===== src/rtl/irq_hub_pkg.sv =====
package irq_hub_pkg;

  localparam int unsigned HUB_AW  = 2;
  localparam int unsigned HUB_NSRC = 5;

  typedef enum logic [HUB_AW-1:0] {
    REG_MASK = 2'd0,
    REG_STAT = 2'd1,
    REG_CLR  = 2'd2,
    REG_RSVD = 2'd3
  } reg_sel_e;

  localparam int unsigned SRC_CORE  = 0;
  localparam int unsigned SRC_HPDUP = 1;
  localparam int unsigned SRC_HPDDN = 2;
  localparam int unsigned SRC_NONCE = 3;
  localparam int unsigned SRC_RNG   = 4;

endpackage


===== src/rtl/irq_hub_evt.sv =====
module irq_hub_evt #(
  parameter int unsigned N        = 5,
  parameter logic [N-1:0] EDGE_SEL = 5'b01001
) (
  input  logic         clk,
  input  logic         rst_n,
  input  logic [N-1:0] src_i,
  output logic [N-1:0] evt_o
);

  for (genvar i = 0; i < N; i++) begin : g_src
    if (EDGE_SEL[i]) begin : g_edge
      logic prev_q;
      logic prev_d;

      always_comb begin
        prev_d = src_i[i];
      end

      always_ff @(posedge clk or negedge rst_n) begin
        if (!rst_n) begin
          prev_q <= 1'b0;
        end else begin
          prev_q <= prev_d;
        end
      end

      assign evt_o[i] = src_i[i] & ~prev_q;
    end else begin : g_level
      assign evt_o[i] = src_i[i];
    end
  end

endmodule


===== src/rtl/irq_hub_bank.sv =====
module irq_hub_bank
  import irq_hub_pkg::*;
#(
  parameter int unsigned N = 5
) (
  input  logic         clk,
  input  logic         rst_n,
  input  logic         wr_en,
  input  reg_sel_e     wr_sel,
  input  logic [N-1:0] wr_data,
  input  logic [N-1:0] evt,
  output logic [N-1:0] mask_q,
  output logic [N-1:0] stat_q
);

  logic         mask_we;
  logic [N-1:0] mask_d;
  logic [N-1:0] set_v;
  logic [N-1:0] clr_v;
  logic [N-1:0] stat_d;
  logic         stat_en;

  always_comb begin
    mask_we = wr_en && (wr_sel == REG_MASK);
    mask_d  = mask_we ? wr_data : mask_q;
  end

  always_comb begin
    set_v   = (wr_en && (wr_sel == REG_STAT)) ? wr_data : '0;
    clr_v   = (wr_en && (wr_sel == REG_CLR))  ? wr_data : '0;
    // a hardware event in the same cycle overrides a clear
    stat_d  = (stat_q | set_v | evt) & ~(clr_v & ~evt);
    stat_en = |(set_v | clr_v | evt);
  end

  always_ff @(posedge clk or negedge rst_n) begin
    if (!rst_n) begin
      mask_q <= '0;
    end else if (mask_we) begin
      mask_q <= mask_d;
    end
  end

  always_ff @(posedge clk or negedge rst_n) begin
    if (!rst_n) begin
      stat_q <= '0;
    end else if (stat_en) begin
      stat_q <= stat_d;
    end
  end

endmodule


===== src/rtl/irq_hub_rdmux.sv =====
module irq_hub_rdmux
  import irq_hub_pkg::*;
#(
  parameter int unsigned N        = 5,
  parameter int unsigned DW       = 32,
  parameter int unsigned LIVE_BIT = 31
) (
  input  logic          clk,
  input  logic          rst_n,
  input  logic          rd_en,
  input  reg_sel_e      rd_sel,
  input  logic [N-1:0]  mask_q,
  input  logic [N-1:0]  stat_q,
  input  logic          live_core,
  output logic [DW-1:0] rdata_q
);

  logic [DW-1:0] rdata_d;

  always_comb begin
    rdata_d = '0;
    unique case (rd_sel)
      REG_MASK: rdata_d[N-1:0] = mask_q;
      REG_STAT: begin
        rdata_d[N-1:0]  = stat_q;
        rdata_d[LIVE_BIT] = live_core;
      end
      default:  rdata_d = '0;
    endcase
  end

  always_ff @(posedge clk or negedge rst_n) begin
    if (!rst_n) begin
      rdata_q <= '0;
    end else if (rd_en) begin
      rdata_q <= rdata_d;
    end
  end

endmodule


===== src/rtl/irq_status_hub.sv =====
module irq_status_hub
  import irq_hub_pkg::*;
#(
  parameter int unsigned DW              = 32,
  parameter int unsigned LIVE_BIT        = 31,
  parameter logic [HUB_NSRC-1:0] EDGE_SEL = 5'b01001
) (
  input  logic              clk,
  input  logic              rst_n,
  input  logic              reg_wr,
  input  logic              reg_rd,
  input  logic [HUB_AW-1:0] reg_addr,
  input  logic [DW-1:0]     reg_wdata,
  output logic [DW-1:0]     reg_rdata,
  input  logic              src_core,
  input  logic              src_hpd_up,
  input  logic              src_hpd_down,
  input  logic              src_nonce,
  input  logic              src_rng_err,
  output logic              irq
);

  localparam int unsigned NS = HUB_NSRC;

  logic [NS-1:0] src_vec;
  logic [NS-1:0] evt;
  logic [NS-1:0] mask_q;
  logic [NS-1:0] stat_q;
  reg_sel_e      sel;
  logic          unused_wdata;

  always_comb begin
    src_vec            = '0;
    src_vec[SRC_CORE]  = src_core;
    src_vec[SRC_HPDUP] = src_hpd_up;
    src_vec[SRC_HPDDN] = src_hpd_down;
    src_vec[SRC_NONCE] = src_nonce;
    src_vec[SRC_RNG]   = src_rng_err;
    sel                = reg_sel_e'(reg_addr);
  end

  assign unused_wdata = ^reg_wdata[DW-1:NS];

  irq_hub_evt #(
    .N        (NS),
    .EDGE_SEL (EDGE_SEL)
  ) u_evt (
    .clk   (clk),
    .rst_n (rst_n),
    .src_i (src_vec),
    .evt_o (evt)
  );

  irq_hub_bank #(
    .N (NS)
  ) u_bank (
    .clk     (clk),
    .rst_n   (rst_n),
    .wr_en   (reg_wr),
    .wr_sel  (sel),
    .wr_data (reg_wdata[NS-1:0]),
    .evt     (evt),
    .mask_q  (mask_q),
    .stat_q  (stat_q)
  );

  irq_hub_rdmux #(
    .N        (NS),
    .DW       (DW),
    .LIVE_BIT (LIVE_BIT)
  ) u_rd (
    .clk       (clk),
    .rst_n     (rst_n),
    .rd_en     (reg_rd),
    .rd_sel    (sel),
    .mask_q    (mask_q),
    .stat_q    (stat_q),
    .live_core (src_core),
    .rdata_q   (reg_rdata)
  );

  assign irq = |(stat_q & mask_q);

endmodule


===== config.mk =====
export PLATFORM = sky130hd
export DESIGN_NAME = irq_status_hub
export DESIGN_NICKNAME = d
export VERILOG_FILES = /design/src/rtl/irq_hub_pkg.sv /design/src/rtl/irq_hub_evt.sv /design/src/rtl/irq_hub_bank.sv /design/src/rtl/irq_hub_rdmux.sv /design/src/rtl/irq_status_hub.sv
export SDC_FILE = /design/constraint.sdc
export NUM_CORES = 1
export LEC_CHECK = 0
export ABC_AREA = 1
export BUFFER_PORTS_ARGS = -buffer_cell sky130_fd_sc_hd__buf_4
export CORE_MARGIN = 2
export CORE_UTILIZATION = 44
export CTS_CLUSTER_DIAMETER = 60
export DETAILED_ROUTE_END_ITERATION = 7
export HOLD_SLACK_MARGIN = 0.08
export PLACE_DENSITY = 0.82
export RECOVER_POWER = 50
export SLEW_MARGIN = 20
export SYNTH_ARGS = -nofsm -noshare
export SYNTH_HDL_FRONTEND = slang
export SYNTH_HIERARCHICAL = 1
export SYNTH_SLANG_ARGS = --single-unit
export TNS_END_PERCENT = 20

===== constraint.sdc =====
create_clock -name clk -period 1.8 [get_ports clk]
set_input_delay 0.09 -clock clk [delete_from_list [all_inputs] [get_ports clk]]
set_output_delay 0.09 -clock clk [all_outputs]
set_load 0.03 [all_outputs]

# Yosys cells after proc, flatten, opt, wreduce, memory -nomap -nowiden
# Index checks and enable logic that the tools add are counted.
[totals]
input_bits = 43
regBits = 18
elab_cells = 30
out_inout_bits = 33
[classes]
bitwise_logic = 13
reduce_logical = 6
n_eq_ne = 2
muxes = 4
[op_table]
columns = ["op", "n"]
rows = [
  ["5-bit bitwise OR", 4],
  ["5-bit bitwise AND", 3],
  ["5-bit two-way mux", 2],
  ["5-bit inverter", 2],
  ["5-bit case mux with 2 select lines", 1],
  ["5-bit OR reduction", 2],
  ["1-bit logical AND", 3],
  ["1-bit bitwise AND", 2],
  ["2-bit by 1-bit equality test with 1-bit output, second input constant", 1],
  ["2-bit equality test, second input constant", 1],
  ["2-bit logical NOT", 1],
  ["1-bit inverter", 2],
  ["1-bit two-way mux", 1],
]

# Depth between registers and ports, before layout
[logic_depth]
word_depth = 6
ltp_mapped = 5
depth_no_buf = 5

# Modules after synthesis
# Netlist, hierarchy kept.
[by_module_without_submodules]
columns = ["mod", "n_inst", "cells_per_inst", "area_per_inst_um2"]
rows = [
  ["irq_hub_bank", 1, 64, 505.5],
  ["irq_hub_rdmux", 1, 69, 495.5],
  ["irq_hub_evt", 1, 9, 92.6],
  ["irq_status_hub", 1, 11, 41.3],
]

# Worst setup path after synthesis
# No wires, ideal clock.
[synth_timing]
kind = "reg2out"
start = "reg u_bank.stat_q[1]"
end = "out irq"
arrival_time_ns = 0.728
n_path_buf = 0
slack_ns = 0.982
required_ns = 1.710
stages_incl_launch_ff = 5
cell_sequence = "dfrtp_1 nand2_1 nand2_1 nor2_1 nand2_1"
[synth_between]
elab_chain_cells = 2
[synth_rtl]
columns = ["element", "line_no", "rtl"]
rows = [
  ["from (decl)", "irq_hub_bank.sv:13", "output logic [N-1:0] stat_q"],
  ["from (signal assigned)", "irq_hub_bank.sv:48", "stat_q <= stat_d;"],
  ["5-bit bitwise AND", "irq_status_hub.sv:82", "assign irq = |(stat_q & mask_q);"],
  ["5-bit OR reduction", "irq_status_hub.sv:82", ""],
  ["to (decl)", "irq_status_hub.sv:20", "output logic irq"],
]
# No other way between the ends.

# Worst setup path after layout
[layout_timing]
start = "reg u_bank.stat_q[3]"
end = "out irq"
# The elaborated chain is that of the path after synthesis.

==> metrics.txt <==
period utilisation layout=0.686; Max-Cap Viols=0; Initial Util=0.462; DIE AREA=3000 µm²; FF-to-FF setup slack=1.04 ns; Die Span X=54.8 µm; pin count of the biggest net entering global routing=19; setup_tns=0 ns; CTS tree=built; I/O pin count=76; PD cells=754 nW/µm²; cts bufs inserted=3; worst skew pair latency=0.29 ns; Mapped Avg Cell Area=7.42 µm²; clock sinks=18; die height=54.8 µm; final instance area=1350 µm²; placeable core region=2450 µm²; Multi-input gate area=463 µm²; final setup fails=0; postcts setup bufs=0; Final Power=1.02 mW; synthesized area=1130 µm²; fraction of layout cells with a size suffix above 1=0.156; Setup CP Type=flop to output port; Clock transition at path regs=0.10 ns; first drt pass iteration count=4; remaining antenna violation count after routing=0; Worst-Margin Slew=0.961 ns; CP Launch Type=flop; VDD IR max=0.530 mV; CTS root buffer=clkbuf_4; DP Area=1200 µm²; status=finished, final reports clean; Avg WL per Cell=8.93 µm; global route overflow=0; Hold WC Path Type=primary input to flop; Layout Nets=230; worst-path fanout max=3; critical path data arrival time=1.14 ns; Yosys reg bits=18; initial drt markers=10; hold_buf cts=12; initial antenna violation count=0; HPWL Detailed=1.43 mm; Req. time, crit path=1.71 ns; final hold vios=0; first-pass GRT wire length=3.02 mm; RD Place Congestion=0.793; fillers=241; max-slew violations=0; H-tree levels=1; Layout Skew=0.00302 ns; count of warnings emitted by yosys=6; cells resized by post-CTS repair=0; hold slack=0.137 ns; IO Port Bufs=22; sequential area share after synthesis=0.397; commonest non-fill, non-tap cells in the layout=nand2_1, conb_1, inv_1, buf_4, dfrtp_1; vias in the first global route=718; register area=450 µm²; RSZ-0062 raised after global routing=no; count of different cell masters after synthesis=13; crit end category=output port; CTS Buffer Depth=2; vias per cell=4.28; DRC viols=0; Worst slew margin=0.359; most common cell after layout, fill and taps aside=nand2_1; fin crit period=1.23 ns; final wirelength=1.93 mm; row cnt=18; Fmax=810 MHz; Global Route Usage Sum=0.139; gate count after technology mapping=153; via count=924; antenna cells=0; Leakage=0.788 nW; P&R area growth vs syn=18.7%
[critical path: stages, from the launching register on]
cell and delay [ns]:
dfrtp_1 0.42, nand2_1 0.07, inv_1 0.03, nor2_1 0.09, nand2_1 0.07, buf_4 0.17
[cell usage after synthesis]
cell type / count / area share
nand2_1: 54 / 0.18
buf_4: 29 / 0.19
inv_1: 21 / 0.069
dfrtp_1: 18 / 0.40
nand4_1: 10 / 0.055
nand3_1: 6 / 0.026
o21ai_1: 6 / 0.026
nor2_2: 3 / 0.017
inv_2: 2 / 0.0066
buf_6: 1 / 0.0099
conb_1: 1 / 0.0033
nand3_4: 1 / 0.015
nor2_1: 1 / 0.0033
[metal layers]
layer / global-route usage / vias up / routed length [µm] / part of all wire
li1: - / 482 / - / -
met1: 0.184 / 399 / 832 / 0.43
met2: 0.226 / 43 / 926 / 0.48
met3: 0.0410 / 0 / 171 / 0.089
met4: 0.0250 / 0 / 0 / 0
met5: 0 / - / 0 / 0
[path summary, 6_finish.rpt]
kind / from / endpoint / cells past startpoint
worst max-delay path: u_bank/stat_q[3]$_DFFE_PN0P_ / irq / 5
worst min-delay path: reg_addr[0] / u_rd/rdata_q[31]$_DFFE_PN0P_ / 3
worst max register to register: u_bank/stat_q[4]$_DFFE_PN0P_ / u_rd/rdata_q[4]$_DFFE_PN0P_ / 4
worst min register to register: u_rd/rdata_q[31]$_DFFE_PN0P_ / u_rd/rdata_q[31]$_DFFE_PN0P_ / 2
max in group asynchronous: rst_n / u_rd/rdata_q[31]$_DFFE_PN0P_ / 2
min in group asynchronous: rst_n / u_bank/mask_q[4]$_DFFE_PN0P_ / 2
[stage by stage]
step | setup slack [ns] | util | cells
2_1_floorplan | 0.982 | - | 178
3_3_place_gp | 0.899 | 0.490 | 200
3_5_place_dp | 0.894 | 0.490 | 200
4_1_cts | 0.549 | 0.554 | 216
5_1_grt | 0.493 | 0.549 | 216
6_report | 0.566 | 0.549 | 216
[cell families after synthesis]
kind of cell,synth area share
buffers and inverters,0.278
other,0.00330
AND/OR/NAND/NOR,0.295
AO/OA/AOI/OAI,0.0265
flip-flops,0.397
[registers in the layout (all words and copies together), names as in the netlist]
name,cells
u_evt/g_src.g_edge.prev_q,2
u_bank/stat_q,5
u_rd/rdata_q,6
u_bank/mask_q,5
[report_power, final]
| part | internal [mW] | leakage [nW] | switching [mW] |
|---|---|---|---|
| Sequential | 0.444 | 0.210 | 0.0260 |
| Combinational | 0.0972 | 0.557 | 0.201 |
| Clock | 0.123 | 0.0210 | 0.125 |
| Total | 0.664 | 0.788 | 0.352 |
[area by class of cell]
type | count | area share
Timing Repair Buffer | 34 | 0.203
Multi-Input combinational cell | 107 | 0.344
Tap cell | 30 | 0.0279
Clock buffer | 4 | 0.0269
Sequential cell | 18 | 0.334
Inverter | 23 | 0.0641
Note: power is estimated with default switching activity, not from simulation.
